<file path="config.mk">
export PLATFORM = sky130hd
export DESIGN_NAME = pci_xlate_top
export DESIGN_NICKNAME = d
export VERILOG_FILES = /design/src/rtl/pcx_pkg.sv /design/src/rtl/pcx_cfg_encode.sv /design/src/rtl/pcx_window_decode.sv /design/src/rtl/pcx_lane_pack.sv /design/src/rtl/pci_xlate_top.sv
export SDC_FILE = /design/constraint.sdc
export NUM_CORES = 1
export LEC_CHECK = 0
export BUFFER_PORTS_ARGS = -buffer_cell sky130_fd_sc_hd__clkbuf_2
export CAP_MARGIN = 20
export CELL_PAD_IN_SITES_DETAIL_PLACEMENT = 1
export CELL_PAD_IN_SITES_GLOBAL_PLACEMENT = 1
export CORE_ASPECT_RATIO = 0.6
export CORE_MARGIN = 3
export CORE_UTILIZATION = 42
export DETAILED_ROUTE_END_ITERATION = 8
export PLACE_DENSITY_LB_ADDON = 0.1
export SKIP_CTS_REPAIR_TIMING = 1
export SLEW_MARGIN = 10
export SYNTH_ARGS = -nofsm -noshare
export SYNTH_HDL_FRONTEND = slang
export SYNTH_SLANG_ARGS = --single-unit
</file>
<file path="constraint.sdc">
create_clock -name clk -period 3.05 [get_ports clk]
set_input_delay 0.305 -clock clk [delete_from_list [all_inputs] [get_ports clk]]
set_output_delay 0.305 -clock clk [all_outputs]
set_load 0.005 [all_outputs]
</file>
<file path="src/rtl/pcx_pkg.sv">
package pcx_pkg;

    typedef enum logic [1:0] {
        CYC_IO   = 2'd0,
        CYC_CFG  = 2'd1,
        CYC_MEM  = 2'd2,
        CYC_INTA = 2'd3
    } cyc_t;

    typedef enum logic [2:0] {
        ST_IDLE  = 3'd0,
        ST_REQ1  = 3'd1,
        ST_WAIT1 = 3'd2,
        ST_REQ2  = 3'd3,
        ST_WAIT2 = 3'd4,
        ST_RESP  = 3'd5
    } st_t;

    typedef struct packed {
        st_t         st;
        cyc_t        cyc;
        logic [31:0] base;
        logic [3:0]  be0;
        logic [3:0]  be1;
        logic [31:0] d0;
        logic [31:0] d1;
        logic        split;
        logic        err;
        logic        wr;
        logic [1:0]  lane;
        logic [1:0]  size;
        logic [31:0] r0;
        logic [31:0] r1;
    } ctl_t;

endpackage

</file>
<file path="src/rtl/pcx_cfg_encode.sv">
module pcx_cfg_encode #(
    parameter int SEL_N = 11,
    localparam int IDX_W = $clog2(SEL_N + 1)
) (
    input  logic [SEL_N-1:0] sel,
    output logic [IDX_W-1:0] idx
);
    always_comb begin
        idx = IDX_W'(SEL_N);
        for (int i = SEL_N - 1; i >= 0; i--) begin
            if (sel[i]) idx = IDX_W'(i);
        end
    end
endmodule

</file>
<file path="src/rtl/pcx_window_decode.sv">
module pcx_window_decode
    import pcx_pkg::*;
#(
    parameter logic [31:0] IO_BASE   = 32'h8000_0000,
    parameter int          IO_SPAN_W = 23,
    parameter int          PAGE_SH   = 12,
    parameter int          SP_LO_W   = 5,
    parameter int          PORT_W    = 16,
    parameter logic [31:0] CFG_BASE  = 32'h8080_0000,
    parameter int          CFG_SPAN_W = 22,
    parameter int          SEL_LSB   = 11,
    parameter logic [31:0] MEM_BASE  = 32'hC000_0000,
    parameter logic [31:0] MEM_SIZE  = 32'h3F00_0000,
    parameter logic [31:0] INTA_ADDR = 32'hBFFF_FFF0
) (
    input  logic [31:0] addr,
    input  logic        write,
    input  logic [1:0]  size,
    input  logic        sparse,
    output cyc_t        cyc,
    output logic [31:0] xaddr,
    output logic        err
);
    localparam logic [31:0] IO_SPAN  = 32'(1) << IO_SPAN_W;
    localparam logic [31:0] CFG_SPAN = 32'(1) << CFG_SPAN_W;
    localparam int          SEL_N    = CFG_SPAN_W - SEL_LSB;
    localparam int          IDX_W    = $clog2(SEL_N + 1);

    logic [31:0] io_off, cfg_off, mem_off;
    logic        io_hit, cfg_hit, mem_hit, inta_hit;
    logic [31:0] io_port, cfg_addr;
    logic [IDX_W-1:0] dev_idx;

    assign io_off  = addr - IO_BASE;
    assign cfg_off = addr - CFG_BASE;
    assign mem_off = addr - MEM_BASE;

    assign io_hit   = io_off < IO_SPAN;
    assign cfg_hit  = cfg_off < CFG_SPAN;
    assign mem_hit  = mem_off < MEM_SIZE;
    assign inta_hit = addr == INTA_ADDR;

    pcx_cfg_encode #(.SEL_N(SEL_N)) u_enc (
        .sel (cfg_off[CFG_SPAN_W-1:SEL_LSB]),
        .idx (dev_idx)
    );

    assign cfg_addr = (32'(dev_idx) << SEL_LSB) | 32'(cfg_off[SEL_LSB-1:0]);

    always_comb begin
        if (sparse)
            io_port = 32'({io_off[IO_SPAN_W-1:PAGE_SH], io_off[SP_LO_W-1:0]});
        else
            io_port = 32'(io_off[PORT_W-1:0]);
    end

    always_comb begin
        cyc   = CYC_MEM;
        xaddr = '0;
        err   = 1'b0;
        if (size == 2'd3) begin
            err = 1'b1;
        end else if (inta_hit) begin
            cyc = CYC_INTA;
            err = write || (size != 2'd0);
        end else if (io_hit) begin
            cyc   = CYC_IO;
            xaddr = io_port;
        end else if (cfg_hit) begin
            cyc   = CYC_CFG;
            xaddr = cfg_addr;
        end else if (mem_hit) begin
            cyc   = CYC_MEM;
            xaddr = mem_off;
        end else begin
            err = 1'b1;
        end
    end
endmodule

</file>
<file path="src/rtl/pcx_lane_pack.sv">
module pcx_lane_pack #(
    parameter int BYTES = 4,
    localparam int LW = $clog2(BYTES),
    localparam int DW = BYTES * 8
) (
    input  logic [LW-1:0]  lane,
    input  logic [1:0]     size,
    input  logic [DW-1:0]  wdata,
    output logic [BYTES-1:0] be0,
    output logic [BYTES-1:0] be1,
    output logic [DW-1:0]  d0,
    output logic [DW-1:0]  d1,
    output logic           split
);
    logic [BYTES-1:0]   mask;
    logic [2*BYTES-1:0] wide;
    logic [2*DW-1:0]    data2;

    always_comb begin
        case (size)
            2'd0:    mask = BYTES'(1);
            2'd1:    mask = BYTES'(3);
            default: mask = '1;
        endcase
    end

    assign wide  = {{BYTES{1'b0}}, mask} << lane;
    assign data2 = {{DW{1'b0}}, wdata} << {lane, 3'b000};
    assign be0   = wide[BYTES-1:0];
    assign be1   = wide[2*BYTES-1:BYTES];
    assign d0    = data2[DW-1:0];
    assign d1    = data2[2*DW-1:DW];
    assign split = |be1;
endmodule

</file>
<file path="src/rtl/pci_xlate_top.sv">
module pci_xlate_top
    import pcx_pkg::*;
#(
    parameter logic [31:0] IO_BASE    = 32'h8000_0000,
    parameter int          IO_SPAN_W  = 23,
    parameter int          PAGE_SH    = 12,
    parameter int          SP_LO_W    = 5,
    parameter int          PORT_W     = 16,
    parameter logic [31:0] CFG_BASE   = 32'h8080_0000,
    parameter int          CFG_SPAN_W = 22,
    parameter int          SEL_LSB    = 11,
    parameter logic [31:0] MEM_BASE   = 32'hC000_0000,
    parameter logic [31:0] MEM_SIZE   = 32'h3F00_0000,
    parameter logic [31:0] INTA_ADDR  = 32'hBFFF_FFF0
) (
    input  logic        clk,
    input  logic        rst_n,
    input  logic        cpu_req_valid,
    output logic        cpu_req_ready,
    input  logic [31:0] cpu_addr,
    input  logic        cpu_write,
    input  logic [1:0]  cpu_size,
    input  logic [31:0] cpu_wdata,
    input  logic        io_sparse,
    output logic        cpu_rsp_valid,
    output logic        cpu_rsp_err,
    output logic [31:0] cpu_rdata,
    output logic        pci_req_valid,
    input  logic        pci_req_ready,
    output logic [1:0]  pci_cmd,
    output logic [31:0] pci_addr,
    output logic [3:0]  pci_be,
    output logic        pci_write,
    output logic [31:0] pci_wdata,
    input  logic        pci_rsp_valid,
    input  logic [31:0] pci_rdata
);
    cyc_t        dec_cyc;
    logic [31:0] dec_xaddr;
    logic        dec_err;
    logic [3:0]  ln_be0, ln_be1;
    logic [31:0] ln_d0, ln_d1;
    logic        ln_split;
    ctl_t        ctl_d, ctl_q;
    logic [31:0] rd_sh, rd_mask;
    logic        second;

    pcx_window_decode #(
        .IO_BASE(IO_BASE), .IO_SPAN_W(IO_SPAN_W), .PAGE_SH(PAGE_SH),
        .SP_LO_W(SP_LO_W), .PORT_W(PORT_W), .CFG_BASE(CFG_BASE),
        .CFG_SPAN_W(CFG_SPAN_W), .SEL_LSB(SEL_LSB), .MEM_BASE(MEM_BASE),
        .MEM_SIZE(MEM_SIZE), .INTA_ADDR(INTA_ADDR)
    ) u_dec (
        .addr   (cpu_addr),
        .write  (cpu_write),
        .size   (cpu_size),
        .sparse (io_sparse),
        .cyc    (dec_cyc),
        .xaddr  (dec_xaddr),
        .err    (dec_err)
    );

    pcx_lane_pack #(.BYTES(4)) u_lane (
        .lane  (dec_xaddr[1:0]),
        .size  (cpu_size),
        .wdata (cpu_wdata),
        .be0   (ln_be0),
        .be1   (ln_be1),
        .d0    (ln_d0),
        .d1    (ln_d1),
        .split (ln_split)
    );

    always_comb begin
        ctl_d = ctl_q;
        case (ctl_q.st)
            ST_IDLE: begin
                if (cpu_req_valid) begin
                    ctl_d.cyc   = dec_cyc;
                    ctl_d.base  = {dec_xaddr[31:2], 2'b00};
                    ctl_d.be0   = ln_be0;
                    ctl_d.be1   = ln_be1;
                    ctl_d.d0    = cpu_write ? ln_d0 : '0;
                    ctl_d.d1    = cpu_write ? ln_d1 : '0;
                    ctl_d.split = ln_split;
                    ctl_d.err   = dec_err;
                    ctl_d.wr    = cpu_write;
                    ctl_d.lane  = dec_xaddr[1:0];
                    ctl_d.size  = cpu_size;
                    ctl_d.r0    = '0;
                    ctl_d.r1    = '0;
                    ctl_d.st    = dec_err ? ST_RESP : ST_REQ1;
                end
            end
            ST_REQ1:  if (pci_req_ready) ctl_d.st = ST_WAIT1;
            ST_WAIT1: begin
                if (pci_rsp_valid) begin
                    ctl_d.r0 = pci_rdata;
                    ctl_d.st = ctl_q.split ? ST_REQ2 : ST_RESP;
                end
            end
            ST_REQ2:  if (pci_req_ready) ctl_d.st = ST_WAIT2;
            ST_WAIT2: begin
                if (pci_rsp_valid) begin
                    ctl_d.r1 = pci_rdata;
                    ctl_d.st = ST_RESP;
                end
            end
            ST_RESP:  ctl_d.st = ST_IDLE;
            default:  ctl_d.st = ST_IDLE;
        endcase
    end

    always_ff @(posedge clk or negedge rst_n) begin
        if (!rst_n) begin
            ctl_q <= '0;
        end else begin
            ctl_q <= ctl_d;
        end
    end

    assign rd_sh = 32'({ctl_q.r1, ctl_q.r0} >> {ctl_q.lane, 3'b000});

    always_comb begin
        case (ctl_q.size)
            2'd0:    rd_mask = 32'h0000_00FF;
            2'd1:    rd_mask = 32'h0000_FFFF;
            default: rd_mask = 32'hFFFF_FFFF;
        endcase
    end

    assign second        = ctl_q.st == ST_REQ2;
    assign cpu_req_ready = ctl_q.st == ST_IDLE;
    assign cpu_rsp_valid = ctl_q.st == ST_RESP;
    assign cpu_rsp_err   = cpu_rsp_valid && ctl_q.err;
    assign cpu_rdata     = (cpu_rsp_valid && !ctl_q.err && !ctl_q.wr) ? (rd_sh & rd_mask) : '0;
    assign pci_req_valid = (ctl_q.st == ST_REQ1) || second;
    assign pci_cmd       = ctl_q.cyc;
    assign pci_addr      = second ? ctl_q.base + 32'd4 : ctl_q.base;
    assign pci_be        = second ? ctl_q.be1 : ctl_q.be0;
    assign pci_write     = ctl_q.wr;
    assign pci_wdata     = second ? ctl_q.d1 : ctl_q.d0;
endmodule

</file>
==> flow_results.org, run 1 <==
** Worst setup path
- STA classifies the critical path endpoint as an output pin.
- Critical path arrival :: 2.61 ns
- Worst EP required :: 2.74 ns
- The critical path is of the register to output pin type.
- Critical Path Fanout Max :: 6
- The worst setup path is launched from a register.
- Measured in cells, the most critical reg-to-reg path has a length of 8.
- Terminus of the critical flop-to-flop path :: ctl_q[134]
- The worst register-to-register path begins at ctl_q[178].
- The most critical setup path has its endpoint at pci_addr[31].
- In this run the worst setup path begins at ctl_q[179].
- The setup check on the worst reg-to-reg path leaves a slack of 0.58 ns.

** Clocking
- Clock-pin slew reported for the worst setup and hold paths after clock tree synthesis :: roughly 0.07 ns
- CTS sink count :: 161
- Counting the buffers created by CTS gives 17.
- H-Tree Depth :: 4
- Clock tree synthesis selected as its root buffer the cell sky130_fd_sc_hd__clkbuf_16.
- Clock latency on the worst-skew pair, taken at its later pin, is 0.45 ns.
- TritonCTS built the clock tree.
- Maximum root-to-sink buffer count :: 2

** GRT
- The number of global-route vias before repair was approximately 8000.
- Total global routing overflow :: 0
- Fraction of met2 tracks used by global routing :: 0.3561
- Gr busiest metal :: met1
- Maximum number of pins on one net before global-route repair :: 65
- The first global-routing pass estimated between 40 and 50 mm of wire.
- Across every metal layer, demand over resource in global routing totals 0.2677.
- For met1 alone, demand over resource in global routing was 0.4341.
- Met3 track demand over resource :: 0.05612
- Antenna violations before repair :: 0

** Worst hold path
- The worst hold path belongs to the class primary input to register.
- The startpoint identified for the worst hold timing path is pci_rdata[26].

** Power and ir drop
- The share of total power dissipated in sequential elements is 0.386.
- In this run the power density over the cells is 791.7 nW/um^2.
- The share of total power dissipated in the clock network is 0.252.
- Net switching component of the power :: between 3 and 4 mW
- The analysis attributes to cell leakage a power of 5.269 nW.
- Worst vdd ir :: 0.5065 mV
- Of the total power, combinational logic draws 0.362.
- Internal Dissipation :: 5.417 mW
- Of the total power, the share spent switching nets is 0.3832.

** Drt
- For this block, the initial DRC count from the detailed router was 500.
- The first detailed-routing pass ran for 5 iterations.
- Detailed routing inserted a total of ~8000 vias.
- Via count normalized by instance count :: 5.734
- The count of nets left with antenna violations once routing finished came out at 0.
- For this run, design rule violations remaining after detail routing come to 0.
- For this block, the routed nets add up to roughly 31 mm of wire.
- Dividing the detail-routed wire length by the instance count gives 22.34 um.

** Place
- Placed wire-length estimate :: 22.98 mm
- Global placement routability congestion :: 0.8305
- Input/output buffers :: 209

** Synthesis
- Basic-gate share of the synthesized area counting and, or, nand and nor cells :: 0.1789
- After synthesis, the largest family of logic cells by area is simple AND/OR/NAND/NOR gates.
- The share of synthesized area in the top cell type comes to 0.4434.
- Counting every instance in the synthesized netlist gives 917.
- Counting flops with an async set or reset pin after synthesis yields a share of 1.000.
- The post-synthesis compound-gate area fraction came to 0.1502.
- After synthesis the cells add up to 9086 sq um.
- In the post-synthesis netlist, the cell with the most instances is sky130_fd_sc_hd__nand2_1.
- Parity-gate share of the synthesized area counting xor and xnor cells :: 0.02988
- Mux contribution to synthesized area :: 0.1537
- Mean instance size in the synthesized netlist :: between 9 and 10 sq um
- The biggest area contributor in the post-synthesis netlist is sky130_fd_sc_hd__dfrtp_1.
- Commonest register cell after synthesis :: sky130_fd_sc_hd__dfrtp_1
- During synthesis, Yosys emitted a total of 0 warnings.
- Number of storage elements in the synthesis netlist :: 161
- Register area share after synthesis :: 0.4434
- Counting flops with a built-in enable in the synthesized netlist gives 0.
- Of the total synthesized cell area, the portion taken by full adders, half adders and majority gates is 0.006885.
- Synth top area cells :: sky130_fd_sc_hd__dfrtp_1 (44%), sky130_fd_sc_hd__mux4_2 (7.9%), sky130_fd_sc_hd__nand2_1 (7.8%), sky130_fd_sc_hd__o21ai_0 (5.0%), sky130_fd_sc_hd__mux2i_1 (4.0%)
- Synth top cells by count :: sky130_fd_sc_hd__nand2_1 (190), sky130_fd_sc_hd__dfrtp_1 (161), sky130_fd_sc_hd__o21ai_0 (91)
- Number of distinct library cell variants in the gate-level netlist after synthesis :: 64

** Timing
- Slew @ Worst Pin :: 0.9147 ns
- Count of pins over their slew limit :: 0
- The number of hold violations in the final report was 0.
- Largest clock skew in the final design :: 0.01192 ns
- Setup violations remaining at the end of the flow were counted as 0.
- The worst path needs 2.917 ns of the cycle, external delays included.
- Max Fclk :: 342.9 MHz
- Headroom to the max-slew limit came out at 0.3879.
- Final clock period utilization by the worst path :: 0.9563
- Adding up every negative setup slack in the final design gives 0 ns.
- Setup repair after global routing missed its margin :: no

** Status
- Result of the run :: completed

** Floorplanning
- The die is 195.9 um wide.
- Initial standard-cell utilization of the core :: 0.4407
- Row generation in the floorplan step produced 40 rows.
- ~210 I/O pins were placed.
- The floorplan step defined a die boundary enclosing 23490 sq um.
- Vertical extent of the die :: 119.9 um
- The core region is slightly above 20000 sq um.

** Cells and area
- 0 antenna diodes ended up in the layout.
- For this run, the post-layout net count is around 1200.
- In the final layout, the share of cells above drive strength 1 is 0.3173.
- The layout has between 2000 and 2500 filler cells.
- Measured on the finished design, the core utilization comes to 0.5380.
- In the final layout, the multi-input gates occupy 4766 sq um.
- Synthesis-to-finish area growth :: 22.09%
- Summing all flip-flop and latch instances after layout gives 4030 sq um.

** Job
- Max-cap violations in this run came to 0.
[critical path, stage by stage, from the launching register on]
cell and delay [ns]:
sky130_fd_sc_hd__dfrtp_1 0.38, sky130_fd_sc_hd__and3b_2 0.34, sky130_fd_sc_hd__and4_1 0.31, sky130_fd_sc_hd__nand4_1 0.19
sky130_fd_sc_hd__or2_2 0.37, sky130_fd_sc_hd__nor3_1 0.21, sky130_fd_sc_hd__xor2_1 0.22, sky130_fd_sc_hd__clkbuf_2 0.15
[metal layers]
metal	share of wire	up-vias
met5	0	-
met4	0.012	0
met3	0.064	26
met2	0.41	262
met1	0.52	4044
li1	-	3667
[per-stage QoR]
step	area (sq um)	hold WS, ns	std cells	power, mW	worst slack [ns]
after floorplan	9090	0.009409	918	5.182	0.6420
after global placement	10480	0.3178	1361	6.480	0.4121
after detailed placement	10480	0.3156	1361	6.573	0.2941
after CTS	11080	-0.1595	1393	8.820	0.04103
after global routing	11090	0.08882	1395	9.334	0.02660
final	11090	0.08174	1395	8.782	0.1334
[cell families (layout without fill, tap and decap cells)]
logic type	count (synthesis)	after routing
compound gates	206	206
xor+xnor	31	31
fa+ha+maj	5	5
buf+inv	78	282
flops	161	161
mux	96	96
other cells	1	2
simple gates	339	339
[cell usage in the layout (no fill, tap or decap), types with 12 or more instances in the layout]
cell | Yosys | layout
sky130_fd_sc_hd__a21oi_1 | 15 | 13
sky130_fd_sc_hd__a22o_1 | 35 | 35
sky130_fd_sc_hd__and3_1 | 24 | 24
sky130_fd_sc_hd__buf_4 | 5 | 27
sky130_fd_sc_hd__clkbuf_16 | 0 | 17
sky130_fd_sc_hd__clkbuf_2 | 1 | 208
sky130_fd_sc_hd__dfrtp_1 | 161 | 160
sky130_fd_sc_hd__mux2_2 | 28 | 28
sky130_fd_sc_hd__mux2i_1 | 36 | 36
sky130_fd_sc_hd__mux4_2 | 32 | 32
sky130_fd_sc_hd__nand2_1 | 190 | 190
sky130_fd_sc_hd__nand4_1 | 12 | 12
sky130_fd_sc_hd__nor2_1 | 32 | 32
sky130_fd_sc_hd__nor2b_1 | 18 | 18
sky130_fd_sc_hd__o21ai_0 | 91 | 91
sky130_fd_sc_hd__xnor2_1 | 20 | 20
[power by group through the flow]
| stage | logic, mW | clock network, mW | registers [mW] |
|---|---|---|---|
| after CTS | 3.20 | 2.24 | 3.38 |
| final | 3.18 | 2.21 | 3.39 |
| after detailed placement | 3.17 | 0 | 3.40 |
| after global routing | 3.51 | 2.34 | 3.48 |
| after floorplan | 2.06 | 0 | 3.12 |
| after global placement | 3.09 | 0 | 3.39 |
[final cells by class]
class | instances | share of cell area
sequential | 161 | 0.3633
clock buffer | 18 | 0.03959
multi-input combinational | 679 | 0.4296
tap | 273 | 0.03079
clock inverter | 14 | 0.01387
inverter | 10 | 0.003384
timing repair buffer | 240 | 0.1194
[how the worst min path moves through the flow]
| stage | to | depth (start not counted) |
|---|---|---|
| floorplan | ctl_q[0] | 0 |
| global placement | ctl_q[36] | 1 |
| detailed placement | ctl_q[36] | 1 |
| CTS | ctl_q[44] | 1 |
| global route | ctl_q[57] | 3 |
| finish | ctl_q[58] | 3 |
[state kept, by name, indices dropped and copies added (netlist names)]
signal and cells:
pci_write 1, pci_cmd 2, ctl_q 158
Power figures use the tool's default switching activity.
==> run 2, diff against run 1 <==
GPL_TIMING_DRIVEN = 0   (was unset)
PLACE_DENSITY_LB_ADDON = 0.12   (was 0.1)
==> run 2 against run 1 <==
Against the previous run: clock-buffer cell count rose by 1; sequential share of layout area shrank 0.28 points; non-clock buffer count grew 40; critical endpoint is now cpu_rdata[27]; highest routed layer unchanged.
==> flow_results.org, run 2 (synthesis gave the netlist of run 1 again) <==
** GRT
- Antenna violations before repair :: 0
- Wire length of the first global-routing pass :: 52.16 mm
- The number of global-route vias before repair came to 8684.
- Total global routing overflow :: 0
- Across every metal layer, demand over resource in global routing totals 0.2908.
- Maximum number of pins on one net before global-route repair :: 98

** Clocking
- No sink is reached through more buffers than the 2 on the longest clock path.
- At the later pin of the worst-skew pair, clock insertion delay measures 0.44 ns.
- Clock-pin slew reported for the worst setup and hold paths after clock tree synthesis :: roughly 0.070 ns
- The clock drives 161 sinks.
- The clock tree synthesis step divided the H-tree into 4 levels.
- Clock tree synthesis inserted a total of 17 buffers.
- TritonCTS built the clock tree.
- Clk Tree Root Cell :: sky130_fd_sc_hd__clkbuf_16

** Worst setup path
- FF-to-FF Start :: ctl_q[178]
- Data on the critical path arrives at its endpoint at 2.53 ns.
- Measured in cells, the most critical reg-to-reg path has a length of 7.
- Dominant cell type by count on the critical path :: sky130_fd_sc_hd__clkbuf_2
- In this run the number of cells on the critical path is 6.
- Crit path launch type :: register
- Slowest cell delay on critical path :: 0.38 ns
- Total buffers and inverters traversed by the critical path :: 4
- Critical path's top delay family :: buffers and inverters
- Critical Path Fanout Max :: 10
- First element of the critical path :: ctl_q[67]
- Slowest cell on the critical path :: sky130_fd_sc_hd__clkbuf_1
- Crit path capture type :: output pin
- CP cell instances :: clkbuf_1, clkbuf_2, clkbuf_2, mux4_2, and3_1, clkbuf_2
- The setup path with the least slack is of type register to output pin.
- Setup slack on the worst reg-to-reg path comes out at 0.27 ns.
- End of the critical path :: cpu_rdata[27]
- In this run the critical register-to-register path is captured at ctl_q[83].
- For the worst setup path, the data required time is about 2.7 ns.

** Cells and area
- Leaving out fill and tap cells, the most frequent cells in the layout are sky130_fd_sc_hd__clkbuf_2 (211), sky130_fd_sc_hd__nand2_1 (190), sky130_fd_sc_hd__dfrtp_1 (160), sky130_fd_sc_hd__o21ai_0 (91), sky130_fd_sc_hd__clkbuf_1 (45).
- Measured on the finished design, the core utilization comes to 0.5422.
- Synthesis-to-finish area growth :: 23.05%
- Of the cells placed in the final design, the portion with a size suffix greater than 1 is 0.2963.
- # diodes :: 0
- Multi-input gate area in the final layout :: 4777 sq um
- The net count of the finished layout is 1259.
- Max FFs per register :: 158
- Commonest non-fill, non-tap cell in the layout :: sky130_fd_sc_hd__clkbuf_2
- Most flop-heavy register :: ctl_q
- Fillers :: 2424
- Register Area :: 4030 sq um

** Timing
- Setup violations remaining at the end of the flow were counted as 0.
- On the final layout, the worst clock skew is roughly 0.0095 ns.
- Number of hold-slack violations in the final timing report :: 0
- Count of pins over their slew limit :: 0
- For the pin with the worst max-slew slack, the measured transition is about 1.0 ns.
- Static timing analysis puts the maximum clock frequency at 352.4 MHz.
- After layout, the minimum clock period comes to 2.838 ns.
- Setup slack on the critical path of the routed design comes to about 0.21 ns.
- Setup_tns :: 0 ns
- Relative slew slack :: 0.3135
- Final clock period utilization by the worst path :: 0.9304
- Setup repair after global routing missed its margin :: no

** Floorplanning
- Overall die width :: 195.9 um
- The initial utilization of the core area, before any placement, comes to 0.4407.
- Die Area :: 23490 sq um
- The floorplan has 40 rows.
- Vertical extent of the die :: 119.9 um
- Core area :: 20620 sq um
- For this design the top-level I/O count stands at 212.

** Power and ir drop
- Total power for the finished layout comes to 8.973 mW.
- Pwr per Cell Area :: between 800 and 900 nW/um^2
- The analysis attributes to cell leakage a power of 5.276 nW.
- Worst vdd ir :: between 0.3 and 0.4 mV

** Drt
- Drt wl/cell :: 23.67 um
- DRC :: 0
- Router iterations before antenna repair :: 5
- The detail route stage leaves a number of antenna-violating nets equal to 0.
- Via count normalized by instance count :: 5.881
- Detailed routing inserted a total of between 8000 and 9000 vias.
- The detailed router finished its first iteration with 705 violations.
- Wires add up to 33.95 mm.

** Job
- Max-cap violations in this run came to 0.

** Place
- Before CTS, the worst setup slack after placement is -0.2538 ns.
- Global placement routability congestion :: between 0.9 and 1
- Input/output buffers :: 205
- Detailed placement finished with a half-perimeter wire length of 25.78 mm.

** Worst hold path
- Type of the most critical hold path :: primary input to register

** Status
- The flow ran to the end, and the final reports show no timing, DRC or antenna violations.
[run 2: cell type report]
type	instances	area share
Buffer	65	0.02607
Clock buffer	19	0.03962
Clock inverter	12	0.01209
Inverter	10	0.003357
Multi-Input combinational cell	679	0.4273
Sequential cell	161	0.3605
Tap cell	273	0.03055
Timing Repair Buffer	215	0.1006
[run 2: where the power goes]
group | total, mW | leakage [nW] | internal [mW] | switching [mW]
logic | 3.35 | 2.83 | 1.40 | 1.95
clock network | 2.16 | 0.272 | 1.23 | 0.934
registers | 3.46 | 2.17 | 2.76 | 0.696
total | 8.97 | 5.28 | 5.39 | 3.58
[run 2: routing by layer]
layer,vias up,routed length (um),track usage
met5,-,0,0
met3,35,3363,0.08923
met1,4277,16820,0.4644
li1,3761,-,-
met4,0,495,0.06453
met2,360,13270,0.3767
[run 2: metrics by stage]
| step | area (sq um) | hold slack, ns | instances |
|---|---|---|---|
| after global placement | 10460 | 0.4548 | 1396 |
| final | 11180 | 0.09326 | 1434 |
| after floorplan | 9090 | 0.009409 | 918 |
| after CTS | 11070 | -0.1340 | 1428 |
| after detailed placement | 10490 | 0.3325 | 1397 |
| after global routing | 11180 | 0.1025 | 1434 |
[run 2: tightest hold or removal path: stages]
cell,delay [ns]
sky130_fd_sc_hd__clkbuf_2,0.08
sky130_fd_sc_hd__nand2_1,0.04
sky130_fd_sc_hd__o21ai_0,0.06
[run 2: worst min-delay path by stage]
stage / startpoint / to / slack, ns / cells past startpoint
after floorplan: rst_n / ctl_q[0] / 0.009 / 0
after global placement: ctl_q[128] / ctl_q[128] / 0.45 / 1
after detailed placement: rst_n / ctl_q[36] / 0.33 / 1
after CTS: rst_n / ctl_q[36] / -0.13 / 1
after global routing: pci_rdata[26] / ctl_q[58] / 0.10 / 3
final: pci_rdata[26] / ctl_q[58] / 0.09 / 3
==> run 3, diff against run 2 <==
BUFFER_PORTS_ARGS = -buffer_cell sky130_fd_sc_hd__buf_2   (was -buffer_cell sky130_fd_sc_hd__clkbuf_2)
CAP_MARGIN = unset   (was 20)
==> run 3 against run 2 <==
Against the previous run: die area is the same; first-iteration DRC count shrank 20%; fmax shrank 1.1%; critical path type unchanged; sequential share of layout area grew 0.077 points; clock power shrank 4%; largest power group unchanged; flip-flop and latch count is the same; non-clock buffer count shrank 4; cell area shrank 0.21%; combinational power is essentially flat; via count shrank 0.27%; register-to-register slack lost 0.07 ns; cell count is essentially flat.
==> flow_results.org, run 3 (synthesis gave the netlist of run 1 again) <==
** Worst hold path
- Along the worst hold path, the cell count comes to 3.
- Type of the most critical hold path :: primary input to register

** Worst setup path
- For the worst setup path, the data required time is 2.74 ns.
- Counting both buffers and inverters, the worst setup path holds a total of 1.
- Worst reg2reg path depth :: 7
- In this design, the stage delay of the slowest critical-path cell is 0.39 ns.
- The critical path crosses 7 cells after its start point.
- Slowest cell on the critical path :: sky130_fd_sc_hd__dfrtp_1
- Crit path launch type :: register
- Setup CP Type :: register to output pin
- Along the worst path, the maximum fanout reaches 5.
- The worst setup path is captured at an output pin.
- On the critical path the largest part of the delay comes from simple AND/OR/NAND/NOR gates.
- Walking the worst path, the cells encountered are and3b_2, and4_2, nand4_1, or2_2, nor3_1, xor2_1, buf_2.
- At the worst endpoint, the arrival time is about 2.6 ns.

** Clocking
- Clock-pin slew reported for the worst setup and hold paths after clock tree synthesis :: 0.06 ns
- H-Tree Depth :: 4
- CTS saw about 160 sinks.
- Clock latency on the worst-skew pair :: 0.43 ns
- CTS placed an instance of sky130_fd_sc_hd__clkbuf_16 at the clock tree root.
- The clock passes through at most 2 buffers.
- TritonCTS built the clock tree.
- Number of buffers created by CTS :: 17

** GRT
- Maximum number of pins on one net before global-route repair :: slightly above 100
- Wire length of the first global-routing pass :: 52.71 mm
- Summed over all layers, the global routing overflow is 0.
- For this run, the total global-route usage over all layers was measured as 0.2931.
- The number of global-route vias before repair is around 8700.
- Antenna violations before repair :: 2

** Status
- Result of the run :: completed

** Power and ir drop
- Cell internal power was estimated by the tool at 5.293 mW.
- The share of total power dissipated in sequential elements is 0.387.
- Clk pwr share :: 0.234
- Leakage component of the power :: 5.307 nW
- Net switching component of the power :: 3.614 mW
- Pwr per Cell Area :: 798.4 nW/um^2
- Worst vdd ir :: approximately 0.45 mV
- Of the total power, combinational logic draws 0.379.
- Switching power as a share of total power :: 0.4058

** Place
- At the end of routability-driven placement, the weighted congestion stood at between 0.9 and 1.
- Port buffering added 205 buffers.
- Cell area after placement :: 10500 sq um
- Pre-CTS WS :: -0.3436 ns
- Placed instance count :: 1397
- Once detailed placement completed, the half-perimeter wirelength came to 26.12 mm.

** Job
- Max Cap Viol :: 0

** Drt
- Before antenna repair, the detailed router went through 4 iterations.
- Via count of the routed design :: 8410
- Once detail routing completed, the nets flagged for antenna violations numbered 0.
- Via count normalized by instance count :: 5.869
- In this run, the number of DRC markers left after iteration 0 of detailed routing was around 560.
- In the final routed layout, each cell accounts on average for 23.92 um.
- DRC :: 0
- The final layout contains routed wiring with a total length of 34.28 mm.

** Timing
- Relative slew slack :: 0.2776
- Setup violations remaining at the end of the flow were counted as 0.
- Largest clock skew in the final design :: 0.008147 ns
- Final period demand of the worst path :: ~2.9 ns
- Dividing the final minimum period by the clock period gives 0.9410.
- Slew @ Worst Pin :: 1.084 ns
- The worst path meets setup with 0.1798 ns of slack.
- The final-report max-slew violation count came to 0.
- Number of hold-slack violations in the final timing report :: 0
- Static timing analysis puts the maximum clock frequency at 348.4 MHz.
- Setup repair after global routing missed its margin :: no

** Floorplanning
- The floorplan step defined a die boundary enclosing 23490 sq um.
- Core area :: 20620 sq um
- Vertical extent of the die :: about 120 um
- FP Rows :: 40
- The die is 195.9 um wide.
- The initial utilization of the core area, before any placement, comes to 0.4407.
- I/O pin count :: 212

** Cells and area
- Leaving out fill and tap cells, the most frequent cell in the layout is sky130_fd_sc_hd__buf_2.
- In the layout the commonest cells are sky130_fd_sc_hd__buf_2 (208), sky130_fd_sc_hd__nand2_1 (190), sky130_fd_sc_hd__dfrtp_1 (160), sky130_fd_sc_hd__o21ai_0 (90), sky130_fd_sc_hd__clkbuf_1 (44).
- Most flop-heavy register :: ctl_q
- For this run, the post-layout net count is 1255.
- The register with the most flip-flops in the layout has between 150 and 200 of them.
- Count of placed standard cells in the final layout, fillers left out :: 1433
- In the final layout, the share of cells above drive strength 1 is 0.2962.
- Finished layout cell area :: around 11000 sq um
- From synthesis to final layout, the design area changed by 22.79%.
- Measured on the finished design, the core utilization comes to 0.5411.
run 3: final cells by class:
type                    instances  area, sq um
flip-flops and latches        161         4030
multi-input cells             679         4782
plain buffers                  65        291.5
repair buffers                211         1104
diodes                          2        5.005
inverters                      10        37.54
well taps                     273        341.6
clock buffers                  20        466.7
clock inverters                12        98.84
fillers                      2392         9463
run 3: power groups by stage:
stage	combinational [mW]	clock (mW)	sequential (mW)
6_report	3.37	2.08	3.45
5_1_grt	3.72	2.21	3.52
4_1_cts	3.33	2.12	3.39
3_5_place_dp	3.30	0	3.41
3_3_place_gp	3.21	0	3.38
2_1_floorplan	2.06	0	3.12
run 3: worst min-delay path: cells and delay by family:
| family | cells | cell delay (ns) |
|---|---|---|
| simple gates | 1 | 0.04 |
| buf+inv | 1 | 0.09 |
| compound gates | 1 | 0.06 |
run 3: worst paths after layout:
| path | slack (ns) | start | end |
|---|---|---|---|
| worst max-delay path | 0.18 | ctl_q[179] | pci_addr[31] |
| worst min-delay path | 0.11 | pci_rdata[27] | ctl_q[59] |
| worst max register to register | 0.20 | ctl_q[178] | ctl_q[77] |
| worst min register to register | 0.47 | ctl_q[129] | ctl_q[129] |
| max in group asynchronous | 1.77 | rst_n | ctl_q[47] |
| min in group asynchronous | 0.39 | rst_n | ctl_q[35] |
run 3: layer usage:
| metal | routed length, um | vias to the layer above | track usage |
|---|---|---|---|
| met2 | 13690 | 329 | 0.3865 |
| met1 | 17310 | 4308 | 0.4637 |
| met4 | 361 | 0 | 0.05741 |
| li1 | - | 3752 | - |
| met3 | 2919 | 21 | 0.09203 |
| met5 | 0 | - | 0 |
run 3: through the flow:
step	setup TNS (ns)	power, mW	hold slack (ns)
after floorplan	0	5.182	0.009409
after global placement	-152.21	6.595	0.4549
after detailed placement	-3.659	6.714	0.2680
after CTS	-18.61	8.830	-0.1986
after global routing	0	9.443	0.1020
final	0	8.907	0.1071
